File: src/rtl/ptd_pkg.sv
package ptd_pkg;
  function automatic int lower_trip(int code, int base_mv, int step_mv);
    return base_mv + code * step_mv;
  endfunction

  function automatic int upper_trip(int code, int base_mv, int step_mv, int hyst_mv);
    return lower_trip(code, base_mv, step_mv) + hyst_mv;
  endfunction
endpackage

File: src/rtl/ptd_cfg_reg.sv
module ptd_cfg_reg #(
  parameter int SEL_W = 3
) (
  input  logic             clk,
  input  logic             rst_n,
  input  logic             wr_en,
  input  logic [SEL_W-1:0] wr_sel,
  input  logic             lock_req,
  output logic             en_q,
  output logic [SEL_W-1:0] sel_q,
  output logic             lock_q
);
  always_ff @(posedge clk or negedge rst_n) begin
    if (!rst_n) begin
      en_q   <= 1'b0;
      sel_q  <= '0;
      lock_q <= 1'b0;
    end else begin
      lock_q <= lock_q | lock_req;
      if (!lock_q) begin
        en_q  <= wr_en;
        sel_q <= wr_sel;
      end
    end
  end
endmodule

File: src/rtl/ptd_hyst.sv
module ptd_hyst #(
  parameter int MV_W = 12
) (
  input  logic            clk,
  input  logic            rst_n,
  input  logic            en,
  input  logic [MV_W-1:0] supply,
  input  logic [MV_W-1:0] lo_mv,
  input  logic [MV_W-1:0] hi_mv,
  output logic            below_q,
  output logic            below_nxt,
  output logic            init_pend
);
  logic under_lo, over_hi;

  assign under_lo = supply < lo_mv;
  assign over_hi  = supply >= hi_mv;

  always_comb begin
    if (!en)            below_nxt = 1'b0;
    else if (init_pend) below_nxt = under_lo;
    else if (under_lo)  below_nxt = 1'b1;
    else if (over_hi)   below_nxt = 1'b0;
    else                below_nxt = below_q;
  end

  always_ff @(posedge clk or negedge rst_n) begin
    if (!rst_n) begin
      below_q   <= 1'b0;
      init_pend <= 1'b1;
    end else begin
      below_q   <= below_nxt;
      init_pend <= !en;
    end
  end
endmodule

File: src/rtl/ptd_edge.sv
module ptd_edge (
  input  logic clk,
  input  logic rst_n,
  input  logic arm,
  input  logic below_q,
  input  logic below_nxt,
  input  logic drop_en,
  input  logic rec_en,
  output logic irq_q
);
  logic went_low, went_ok;

  assign went_low = below_nxt & ~below_q;
  assign went_ok  = ~below_nxt & below_q;

  always_ff @(posedge clk or negedge rst_n) begin
    if (!rst_n) irq_q <= 1'b0;
    else        irq_q <= arm & ((went_low & drop_en) | (went_ok & rec_en));
  end
endmodule

File: src/rtl/supply_thresh_det.sv
module supply_thresh_det #(
  parameter int MV_W    = 12,
  parameter int SEL_W   = 3,
  parameter int BASE_MV = 2200,
  parameter int STEP_MV = 100,
  parameter int HYST_MV = 100
) (
  input  logic             clk,
  input  logic             rst_n,
  input  logic             det_en,
  input  logic [SEL_W-1:0] thr_sel,
  input  logic             lock_req,
  input  logic             irq_drop_en,
  input  logic             irq_recover_en,
  input  logic [MV_W-1:0]  supply_mv,
  output logic             below_o,
  output logic             irq_o
);
  import ptd_pkg::*;

  logic             en_eff;
  logic [SEL_W-1:0] sel_eff;
  logic             lock_eff;
  logic [MV_W-1:0]  lo_mv, hi_mv;
  logic             below_nxt;
  logic             init_pend;

  ptd_cfg_reg #(.SEL_W(SEL_W)) u_cfg (
    .clk(clk), .rst_n(rst_n), .wr_en(det_en), .wr_sel(thr_sel),
    .lock_req(lock_req), .en_q(en_eff), .sel_q(sel_eff), .lock_q(lock_eff)
  );

  assign lo_mv = MV_W'(lower_trip(int'(sel_eff), BASE_MV, STEP_MV));
  assign hi_mv = MV_W'(upper_trip(int'(sel_eff), BASE_MV, STEP_MV, HYST_MV));

  ptd_hyst #(.MV_W(MV_W)) u_hyst (
    .clk(clk), .rst_n(rst_n), .en(en_eff), .supply(supply_mv),
    .lo_mv(lo_mv), .hi_mv(hi_mv), .below_q(below_o),
    .below_nxt(below_nxt), .init_pend(init_pend)
  );

  ptd_edge u_edge (
    .clk(clk), .rst_n(rst_n), .arm(en_eff & ~init_pend),
    .below_q(below_o), .below_nxt(below_nxt),
    .drop_en(irq_drop_en), .rec_en(irq_recover_en), .irq_q(irq_o)
  );
endmodule

File: config.mk
export PLATFORM = sky130hd
export DESIGN_NAME = supply_thresh_det
export DESIGN_NICKNAME = d
export VERILOG_FILES = /design/src/rtl/ptd_pkg.sv /design/src/rtl/ptd_cfg_reg.sv /design/src/rtl/ptd_hyst.sv /design/src/rtl/ptd_edge.sv /design/src/rtl/supply_thresh_det.sv
export SDC_FILE = /design/constraint.sdc
export NUM_CORES = 1
export LEC_CHECK = 0
export BUFFER_PORTS_ARGS = -buffer_cell sky130_fd_sc_hd__clkbuf_2
export CAP_MARGIN = 10
export CORE_MARGIN = 5
export CORE_UTILIZATION = 53
export CTS_CLUSTER_DIAMETER = 50
export CTS_CLUSTER_SIZE = 24
export DETAILED_ROUTE_END_ITERATION = 12
export PLACE_DENSITY = 0.8
export SLEW_MARGIN = 20
export SYNTH_ARGS = -nofsm -noshare
export SYNTH_HDL_FRONTEND = slang
export SYNTH_SLANG_ARGS = --single-unit
File: constraint.sdc
create_clock -name clk -period 4 [get_ports clk]
set_clock_uncertainty 0.1 [all_clocks]
set_input_delay 0 -clock clk [delete_from_list [all_inputs] [get_ports clk]]
set_output_delay 0 -clock clk [all_outputs]
set_load 0.01 [all_outputs]
# Word level (Yosys, flattened, before mapping)
# Index checks and enable logic that the tools add are counted.
# op_classes
n_mux	4
order_cmp	2
div	0
reduce_logical	1
multipliers	1
n_bitwise	11
n_eq_ne	0
n_shift	0
add_sub_neg	2
# op_table
operator	n
adder 12 x 10 -> 12 bit, first input constant	1
adder 12 x 7 -> 12 bit, second input constant	1
>= comparator 12 bit	1
less-than comparator 12 bit	1
multiplier 3 x 5 -> 8 bit, second input constant	1
bitwise AND 1 bit	6
2-to-1 mux 1 bit	4
NOT 1 bit	3
OR 1 bit	2
logical NOT 1 bit	1
# word_totals
mem_bits_rw	0
word_cells	27
latchBits	0
n_memories	0
output_inout_bits	2
input_bits	21
mem_bits_ro	0
regBits	8

# Logic depth before layout (Yosys ltp)
# Gate-level depths: netlist of the first run.
# depth
word_depth	13
ltp_mapped	13
depth_no_buf	13

# By module
# A second synthesis of the first run with hierarchy kept.
# hier_totals
hier_cells	142
hier_area_um2	1217.4
# by_module_without_submodules
mod	cells_per_inst	seq_area_each_um2	n_inst	area_each_um2
ptd_hyst	83	51.3	1	634.4
supply_thresh_det	45	0.0	1	360.3
ptd_cfg_reg	10	125.1	1	176.4
ptd_edge	4	25.0	1	46.3

# Least setup slack after synthesis of the first run
# Ideal clock, no wire load.
# synth_path
kind	register to register
startpoint	reg u_cfg.sel_q[1]
endpoint	reg u_edge.irq_q
stages_incl_launch_ff	14
slack_ns	0.791
synth_period_minus_slack_ns	3.209
setup_ns	0.123
required_ns	3.777
arrival_ns	2.985
path_buffers	0
cell_sequence	dfrtp_1 > inv_1 > ha_1 > ha_1 > ha_1 > o21ai_1 > xor2_1 > inv_1 > o41a_1 > ha_1 > o21ai_0 > o21ai_0 > o32a_1 > mux2i_1
# synth_via
elab_chain_cells	13
word_cells_on_any_way	16
classes_between	add/sub (2); mul (1); order compare (2); mux (4); bitwise (7)
# synth_lines
item	line_no	text
start: declaration	ptd_cfg_reg.sv:10	output logic [SEL_W-1:0] sel_q,
start signal: assignment	ptd_cfg_reg.sv:22	sel_q <= wr_sel;
multiplier 3 x 5 -> 8 bit (*)	ptd_pkg.sv:3	return base_mv + code * step_mv;
adder 12 x 10 -> 12 bit (*)	ptd_pkg.sv:3	
adder 12 x 7 -> 12 bit	ptd_pkg.sv:7	return lower_trip(code, base_mv, step_mv) + hyst_mv;
>= comparator 12 bit	ptd_hyst.sv:17	assign over_hi = supply >= hi_mv;
2-to-1 mux 1 bit	ptd_hyst.sv:23	else if (over_hi) below_nxt = 1'b0;
2-to-1 mux 1 bit	ptd_hyst.sv:22	else if (under_lo) below_nxt = 1'b1;
2-to-1 mux 1 bit (*)	ptd_hyst.sv:21	else if (init_pend) below_nxt = under_lo;
2-to-1 mux 1 bit (*)	ptd_hyst.sv:20	if (!en) below_nxt = 1'b0;
NOT 1 bit	ptd_edge.sv:14	assign went_ok = ~below_nxt & below_q;
bitwise AND 1 bit	ptd_edge.sv:14	
bitwise AND 1 bit	ptd_edge.sv:18	else irq_q <= arm & ((went_low & drop_en) | (went_ok & rec_en));
OR 1 bit (*)	ptd_edge.sv:18	
bitwise AND 1 bit (*)	ptd_edge.sv:18	
end signal: assignment	ptd_edge.sv:18	
end: declaration	ptd_edge.sv:9	output logic irq_q
# Mark *: on every way between the ends. The rest lies on a longest branch, timed or not.
# A chain may end at the register's enable or synchronous reset.

# Worst setup path in the final report of the first run
# Ends and elaborated chain as after synthesis.

==> results of run 1 <==
-- cells in the final DEF (no fill, tap or decap), drive strengths merged --
cell type,instances
conb,1
dfrtp,7
o21ai,6
a211oi,1
nand2,1
mux2i,1
nor3,2
nor3b,2
a31oi,1
nor2,9
or2,1
and4,1
o41a,1
inv,10
clkbuf,26
o32a,1
xor2,4
nand4,3
mux2,4
nand3b,1
a21o,2
xnor2,4
or3,1
dfstp,1
or3b,1
ha,27
o21a,1
nand3,4
nor2b,5
a311oi,1
a21oi,6
a21boi,1
dlygate4sd3,8
-- worst min path at each step --
stage	from	endpoint	slack (ns)	depth (start not counted)
4_1_cts	rst_n	u_cfg.lock_q	0.01	2
3_5_place_dp	rst_n	u_cfg.en_q	-0.25	1
2_1_floorplan	rst_n	u_cfg.en_q	-0.40	0
3_3_place_gp	rst_n	u_edge.irq_q	-0.25	1
5_1_grt	rst_n	u_cfg.sel_q[2]	0.01	2
6_report	rst_n	u_cfg.sel_q[2]	0.02	2
-- registers in the layout, summed over array words and instances, names as in the netlist --
| register | count |
|---|---|
| u_hyst.init_pend | 1 |
| u_cfg.sel_q | 3 |
| u_edge.irq_q | 1 |
| u_cfg.lock_q | 1 |
| u_cfg.en_q | 1 |
| u_hyst.below_q | 1 |
-- routing by layer --
layer	up-vias	track usage, %	part of all wire [%]
met4	0	5.532	0.64
li1	471	-	-
met1	414	19.16	42
met5	-	0	0
met2	25	33.27	54
met3	2	4.155	3.1
-- worst reg2reg max path, cell delays in order (launching register included) --
cell	delay, ns
dfrtp_1	0.42
inv_1	0.12
ha_1	0.37
ha_1	0.36
a21oi_1	0.23
xor2_1	0.35
nor2_1	0.12
xnor2_1	0.15
ha_1	0.30
a211oi_1	0.22
o21ai_0	0.13
o32a_1	0.38
mux2i_1	0.12
-- power by group --
| part | internal, mW | switching [mW] | total [mW] |
|---|---|---|---|
| logic | 0.151 | 0.181 | 0.332 |
| registers | 0.0918 | 0.0105 | 0.102 |
| clock network | 0.0381 | 0.0268 | 0.0649 |
-- layout make-up --
type	count	area, um^2	area share (%)
sequential	8	201.4	16.02
multi-input combinational	93	770.7	61.29
tap	25	31.28	2.488
clock buffer	4	26.28	2.090
timing repair buffer	30	190.2	15.12
inverter	10	37.54	2.985
-- through the flow --
step	instance area [um^2]	hold slack, ns
after detailed placement	1151	-0.2476
after global placement	1151	-0.2517
after CTS	1257	0.01497
final	1257	0.02011
after global routing	1257	0.01500
after floorplan	1010	-0.3956
-- cells by family after synthesis --
| group | Yosys count | share of synthesized area (%) |
|---|---|---|
| simple gates | 31 | 16.85 |
| fa+ha+maj | 27 | 33.46 |
| compound gates | 21 | 13.26 |
| buf+inv | 10 | 3.718 |
| xor+xnor | 8 | 6.939 |
| flops | 8 | 19.95 |
| mux | 5 | 5.452 |
| other cells | 1 | 0.3714 |
-- what timing repair did --
action,4_1_cts,5_1_grt
buffers inserted,0,0
gates resized for setup,0,0
hold endpoints to repair,14,0
hold buffers,8,0
==> metrics.cfg, run 1 <==
[pwr]
ir_drop_v = 0.0002594
power_mw = 0.4993
power.density_cell_area_nw_per_um2 = 397.1
p_leak_nw = 0.6352

[floorplanning]
io_pins = 23
die_w_um = 53.65
chipHeight_um = 53.65
initial_core_util_pct = 57.23
coreArea_um2 = 1764
dieArea_um2 = 2878
rows = 15

[clocking]
cts_root_buf = clkbuf_4
htree_levels = 1
numCtsBuffers = 3
cts_tree = done
clk_pin_slew_ns = 0.05
clk_latency_ns = 0.25
clock_sinks = 8
max-clock-path-buffers = 2

[critical_path]
r2r_end = u_edge.irq_q
slowest_delay_ns = 0.42
path_depth = 12
crit_top_cell = ha_1
rrSetupSlack_ns = 0.51
crit_slowest_cell = dfrtp_1
endpoint_kind = register
critPathMaxFanout = 6
cp-startpoint = u_cfg.sel_q[1]
r2r-start = u_cfg.sel_q[1]
path_class = register to register
cp_num_buf_inv = 1
crit_arrival_ns = 3.53
cp_top_family = adder cells
crit_path_end = u_edge.irq_q
r2r_cells = 12
cp-start-kind = register
critPathRequiredTime_ns = 4.03
crit_chain = inv_1 > ha_1 > ha_1 > a21oi_1 > xor2_1 > nor2_1 > xnor2_1 > ha_1 > a211oi_1 > o21ai_0 > o32a_1 > mux2i_1

[logic_synthesis]
synth.avg_cell_area_um2 = 9.097
async_flop_share_pct = 100.0
yosys_register_bits = 8
syn_area_um2 = 1010
yosysTopAreaCell = ha_1
synth_top_flop_cell = dfrtp_1
synth.most_common_cell = ha_1
synth.distinct_cells = 32
synth_edf_count = 0
synthTopCellsByCount = ha_1 (27), inv_1 (10), nor2_1 (9)
synthTopCellsByArea = ha_1 (33%), dfrtp_1 (17%), mux2_2 (4.5%), inv_1 (3.7%), xnor2_1 (3.5%)
ys_seq_area_share_pct = 19.95
synth_top_area_share_pct = 33.46
netlist_instances = 111
syn_nets = 159
yosys_warnings = 0

[grt]
grt_usage_pct = 17.64
grt_max_degree = 9
antenna_found_initial = 0
overflow = 0
grt_pass1_vias = 909
grt_pass1_wl_mm = 3.622

[timing]
rsz0062_at_grt = no
setup_ws_ns = 0.5075
fin_crit_sh_pct = 87.31
fmax_mhz = 286.3
tns_ns = 0
setup_viol = 0
min_period_ns = 3.493
hold_viol_final = 0
drv_slew = 0

[placed_design]
port_buffers = 22
gp_congestion = 0.8721
dp.cells = 158
dp_slack_ns = 0.5543
dp_hpwl_mm = 1.750

[route]
viasPerCell = 5.365
final_antenna_net_count = 0
vias = 912
drt_iter0_markers = 8
wl_per_cell_um = 12.84
first_pass_iters = 4
drc_errors = 0
postRouteWirelength_mm = 2.182

[outcome]
status = complete, no violations

[finish]
n_antenna_cell = 0
finalNonFillerCells = 170
final_util_pct = 71.28
areaGrowthSynthToFinish_pct = 24.54
fillers = 152
drive_gt1_share_pct = 22.07
nNetsFinal = 194

[min_path]
hp-class = input port to async pin

[run]
cap_violations = 0

No activity file was read; power rests on OpenSTA's default activity.
==> run 2, diff against run 1 <==
Settings changed: CORE_MARGIN 5 to default, CORE_UTILIZATION 53 to 45, PLACE_DENSITY 0.8 to 0.69.
==> run 2 against run 1 <==
- sequential power about the same
- flip-flop and latch count stayed put
- power is 1.1% higher
- combinational power grew 2%
- count of clock-buffer cells in the layout is the same
- cell count increased by 1.2%
- utilization down 9.6 points
- non-clock buffer count unchanged
- global-route usage grew 1.8 points
- critical path depth unchanged
- worst setup slack improved by 0.0032 ns
- die area down 15%
==> metrics.cfg, run 2 (synthesis results as in run 1) <==
[clocking]
clock_sinks = 8  ; unchanged
clk_latency_ns = 0.25  ; about the same
htree_levels = 1  ; unchanged
numCtsBuffers = 3  ; unchanged
clk_pin_slew_ns = 0.05  ; about the same
cts_root_buf = clkbuf_4
cts_tree = done
cts_resized = 0  ; unchanged
max-clock-path-buffers = 2  ; unchanged

[floorplanning]
dieArea_um2 = 2437  ; -15%
coreArea_um2 = 2042  ; +16%
die_w_um = 49.37  ; -8.0%
io_pins = 23  ; unchanged
chipHeight_um = 49.37  ; -8.0%
initial_core_util_pct = 49.45  ; -7.8 points
rows = 16  ; +1

[route]
drc_errors = 0  ; unchanged
final_antenna_net_count = 0  ; unchanged
drt_iter0_markers = 4  ; -4
viasPerCell = 5.070  ; -5.5%
wl_per_cell_um = 12.38  ; -3.5%
first_pass_iters = 4  ; unchanged
postRouteWirelength_mm = 2.130  ; -2.4%
vias = 872  ; -4.4%

[critical_path]
r2r-start = u_cfg.sel_q[1]
cp_top_family = adder cells
rrSetupSlack_ns = 0.51  ; about the same
crit_top_cell = ha_1
cp-start-kind = register
slowest_delay_ns = 0.43  ; about the same
crit_arrival_ns = 3.52  ; about the same
crit_slowest_cell = dfrtp_1
critPathRequiredTime_ns = 4.03  ; about the same
cp_num_buf_inv = 1  ; unchanged
r2r_end = u_edge.irq_q
crit_chain = inv_1 > ha_1 > ha_1 > a21oi_1 > xor2_1 > nor2_1 > xnor2_1 > ha_1 > a211oi_1 > o21ai_0 > o32a_1 > mux2i_1
r2r_cells = 12  ; unchanged
endpoint_kind = register
path_class = register to register
critPathMaxFanout = 6  ; unchanged

[grt]
grt_use_met3_pct = 3.738  ; -0.42 points
grt_usage_pct = 19.43  ; +1.8 points
busiest_layer = met2
overflow = 0  ; unchanged
antenna_found_initial = 0  ; unchanged
grt_util_met1_pct = 21.40  ; +2.2 points
grt_pass1_wl_mm = 3.650  ; +0.77%
grt_pass1_vias = 907  ; -0.22%
use_met2_pct = 39.04  ; +5.8 points
grt_max_degree = 9  ; unchanged

[pwr]
ir_drop_v = 0.0003805  ; +47%
power.density_cell_area_nw_per_um2 = 400.6  ; +0.89%
p_leak_nw = 0.6352  ; unchanged

[finish]
fillers = 207  ; +36%
nNetsFinal = 194  ; unchanged
n_antenna_cell = 0  ; unchanged
final_cell_mix = ha_1 (27), clkbuf_2 (22), inv_1 (10)
final_util_pct = 61.70  ; -9.6 points
final_common_cell = ha_1
areaGrowthSynthToFinish_pct = 24.78
largest_reg_flops = 3  ; unchanged
drive_gt1_share_pct = 22.07  ; unchanged
largest_register = u_cfg.sel_q

[timing]
setup_ws_ns = 0.5107  ; +0.003250 ns
fin_crit_sh_pct = 87.23  ; about the same
setup_viol = 0  ; unchanged
rsz0062_at_grt = no
fmax_mhz = 286.6  ; about the same
drv_slew = 0  ; unchanged
hold_viol_final = 0  ; unchanged
tns_ns = 0  ; unchanged
min_period_ns = 3.489  ; -0.003250 ns

[placed_design]
gp_congestion = 0.8410  ; -3.6%
dp_hpwl_mm = 1.768  ; +0.99%
dp_slack_ns = 0.5021  ; -0.05222 ns
port_buffers = 22  ; unchanged

[outcome]
status = complete, no violations

[run]
cap_violations = 0  ; unchanged

[min_path]
hp-class = input port to async pin

-- run 2: cell counts in the layout (fill, tap and decap cells not counted) --
Identical to the previous run, type by type.
-- run 2: final cells by class --
cell class / instances / area, um^2 / share of cell area [%]
Multi-Input combinational cell: 93 / 770.7 / 61.17
Sequential cell: 8 / 201.4 / 15.99
Timing Repair Buffer: 30 / 190.2 / 15.09
Inverter: 10 / 37.54 / 2.979
Tap cell: 27 / 33.78 / 2.681
Clock buffer: 4 / 26.28 / 2.085
-- run 2: repair_timing --
| item | in CTS | in global routing |
|---|---|---|
| hold buffers | 8 | 0 |
| buffers inserted | 0 | 0 |
| endpoints found under the hold margin | 14 | 0 |
-- run 2: stage by stage --
stage	hold WS, ns	total power, mW	cell area (um^2)	std cells
2_1_floorplan	-0.3956	0.3488	1010	111
4_1_cts	0.02634	0.5078	1260	172
3_5_place_dp	-0.2502	0.4323	1154	160
3_3_place_gp	-0.2516	0.4247	1154	160
5_1_grt	0.02663	0.5626	1260	172
6_report	0.02962	0.5048	1260	172
-- run 2: how the worst max path moves through the flow --
stage,startpoint,to,slack [ns],cells after the start
2_1_floorplan,u_cfg.sel_q[1],u_edge.irq_q,0.79,13
3_3_place_gp,u_cfg.sel_q[1],u_edge.irq_q,0.54,12
3_5_place_dp,u_cfg.sel_q[1],u_edge.irq_q,0.50,12
4_1_cts,u_cfg.sel_q[1],u_edge.irq_q,0.49,12
5_1_grt,u_cfg.sel_q[1],u_edge.irq_q,0.20,12
6_report,u_cfg.sel_q[1],u_edge.irq_q,0.51,12
-- run 2: worst register-to-register path: cells and delay by family (launching register included) --
family,cells,cell delay [ns]
AO/OA/AOI/OAI,4,0.95
buffers and inverters,1,0.13
adder cells (fa/ha/maj),3,1.03
multiplexers,1,0.13
AND/OR/NAND/NOR,1,0.11
flip-flops,1,0.43
XOR/XNOR,2,0.50
-- run 2: power by group --
part           total [mW]  internal, mW  switching [mW]  leakage, nW
sequential          0.103        0.0918          0.0110       0.0919
combinational       0.338         0.153           0.185        0.528
clock              0.0638        0.0380          0.0257       0.0150
-- run 2: metal layers --
| layer | up-vias | routed length [um] |
|---|---|---|
| met2 | 11 | 1133 |
| met5 | - | 0 |
| met1 | 394 | 958 |
| met4 | 0 | 0 |
| met3 | 0 | 38 |
| li1 | 467 | - |
==> run 3, diff against run 2 <==
Settings changed: CORE_UTILIZATION 45 to 25, PLACE_DENSITY 0.69 to 0.44.
==> run 3 against run 2 <==
- cell count is 12% higher
- register-to-register slack better by 0.02 ns
- worst setup slack improved by 0.022 ns
- die area increased by 76%
- first-iteration DRC count rose to 5.0 times the previous value
- critical path type unchanged
- maximum frequency rose by 0.65%
- via count grew 1.0%
- combinational power shrank 3%
==> metrics.cfg, run 3 (synthesis results as in run 1) <==
[finish]
largest_register = u_cfg.sel_q
largest_reg_flops = 3  ; unchanged
final_common_cell = ha_1
regArea_um2 = 201.4  ; unchanged
drive_gt1_share_pct = 22.07  ; unchanged
areaGrowthSynthToFinish_pct = 29.24
nNetsFinal = 194  ; unchanged
n_antenna_cell = 0  ; unchanged
final_cell_mix = ha_1 (27), clkbuf_2 (22), inv_1 (10)
fillers = 389  ; +88%
multiInputGateArea_um2 = 770.7  ; unchanged

[critical_path]
crit_arrival_ns = 3.47  ; -0.05 ns
endpoint_kind = register
r2r_end = u_edge.irq_q
r2r_cells = 13  ; +1
crit_slowest_cell = dfrtp_1
rrSetupSlack_ns = 0.53  ; +0.02 ns
cp_num_buf_inv = 2  ; +1
r2r-start = u_cfg.sel_q[1]
critPathMaxFanout = 6  ; unchanged
cp_top_family = compound AO/OA/AOI/OAI gates
crit_chain = inv_1 > ha_1 > ha_1 > ha_1 > o21ai_1 > xor2_1 > inv_1 > o41a_1 > ha_1 > a211oi_1 > o21ai_0 > o32a_1 > mux2i_1
critPathRequiredTime_ns = 4.01  ; -0.02 ns
crit_top_cell = ha_1
slowest_delay_ns = 0.43  ; about the same
cp-start-kind = register
path_class = register to register

[run]
cap_violations = 0  ; unchanged

[timing]
fin_crit_sh_pct = 86.67  ; -0.56 points
min_period_ns = 3.467  ; -0.02250 ns
fmax_mhz = 288.5  ; +0.65%
tns_ns = 0  ; unchanged
hold_viol_final = 0  ; unchanged
rsz0062_at_grt = no
setup_viol = 0  ; unchanged
drv_slew = 0  ; unchanged
hold_slack_ns = 0.04890  ; +0.01928 ns

[clocking]
cts_hold_buf = 8  ; unchanged
clk_latency_ns = 0.23  ; -0.02 ns
clk_pin_slew_ns = 0.04  ; about the same
htree_levels = 1  ; unchanged
numCtsBuffers = 3  ; unchanged
cts_root_buf = clkbuf_8
max-clock-path-buffers = 2  ; unchanged
clock_sinks = 8  ; unchanged
cts_resized = 0  ; unchanged
cts_tree = done
postCtsSetupBuffers = 0  ; unchanged

[floorplanning]
initial_core_util_pct = 26.78  ; -23 points
die_w_um = 65.55  ; +33%
rows = 22  ; +6
dieArea_um2 = 4297  ; +76%
coreArea_um2 = 3771  ; +85%
chipHeight_um = 65.55  ; +33%
io_pins = 23  ; unchanged

[pwr]
swShare_pct = 41.57  ; -2.4 points
p_int_mw = 0.3099  ; +9.6%
power.share.clock_pct = 18.9  ; +6.3 points
p_leak_nw = 0.6430  ; +1.2%
pwr-share-comb_pct = 61.6  ; -5.4 points
ir_drop_v = 0.0002454  ; -36%
power.density_cell_area_nw_per_um2 = 406.5  ; +1.5%
p_sw_mw = 0.2205  ; -0.71%
p_seq_share_pct = 19.5  ; -0.9 points

[route]
drt_iter0_markers = 20  ; +16
viasPerCell = 4.565  ; -10%
vias = 881  ; +1.0%
drc_errors = 0  ; unchanged
wl_per_cell_um = 11.14  ; -10%
postRouteWirelength_mm = 2.150  ; +0.94%
first_pass_iters = 4  ; unchanged
final_antenna_net_count = 0  ; unchanged

[grt]
antenna_found_initial = 0  ; unchanged
grt_usage_pct = 11.78  ; -7.7 points
overflow = 0  ; unchanged
grt_pass1_vias = 919  ; +1.3%
grt_max_degree = 9  ; unchanged
grt_pass1_wl_mm = 3.988  ; +9.3%

[placed_design]
port_buffers = 22  ; unchanged
gp_congestion = 0.7409  ; -12%
dp_hpwl_mm = 1.839  ; +4.0%

[outcome]
status = complete, no violations

[min_path]
hp-class = input port to async pin

==> run 3: cell counts in the layout (fill, tap and decap cells not counted) <==
No cell type changed its count.
==> run 3: area by class of cell <==
class / count / area share (%)
multi-input cells: 93 / 59.06
flip-flops and latches: 8 / 15.44
repair buffers: 30 / 14.57
well taps: 48 / 4.602
clock buffers: 4 / 3.452
inverters: 10 / 2.876
==> run 3: per-stage QoR <==
stage / utilization, % / setup slack (ns) / power, mW / cell area (um^2) / instances
final: 34.61 / 0.5332 / 0.5304 / 1305 / 193
after detailed placement: 31.29 / 0.5305 / 0.4279 / 1180 / 181
after CTS: 34.61 / 0.4962 / 0.5386 / 1305 / 193
after global routing: 34.61 / 0.2278 / 0.6062 / 1305 / 193
after global placement: 31.29 / 0.5209 / 0.4339 / 1180 / 181
after floorplan: - / 0.7914 / 0.3488 / 1010 / 111
==> run 3: layer usage <==
metal / track usage (%) / routed length [um] / up-vias
li1: - / - / 465
met1: 14.49 / 1031 / 391
met2: 21.01 / 1017 / 21
met3: 1.215 / 65 / 4
met4: 4.076 / 36 / 0
met5: 0 / 0 / -
==> run 3: worst max-delay path by stage <==
stage,from,to,slack [ns],depth (start not counted)
2_1_floorplan,u_cfg.sel_q[1],u_edge.irq_q,0.79,13
3_3_place_gp,u_cfg.sel_q[1],u_edge.irq_q,0.52,12
3_5_place_dp,u_cfg.sel_q[1],u_edge.irq_q,0.53,12
4_1_cts,u_cfg.sel_q[1],u_edge.irq_q,0.50,12
5_1_grt,u_cfg.sel_q[1],u_edge.irq_q,0.23,13
6_report,u_cfg.sel_q[1],u_edge.irq_q,0.53,13
==> run 3: power by group through the flow <==
stage | registers (mW) | clock network (mW) | logic (mW)
CTS | 0.104 | 0.103 | 0.332
global route | 0.106 | 0.108 | 0.393
global placement | 0.104 | 0 | 0.330
finish | 0.104 | 0.100 | 0.327
detailed placement | 0.105 | 0 | 0.323
floorplan | 0.103 | 0 | 0.246
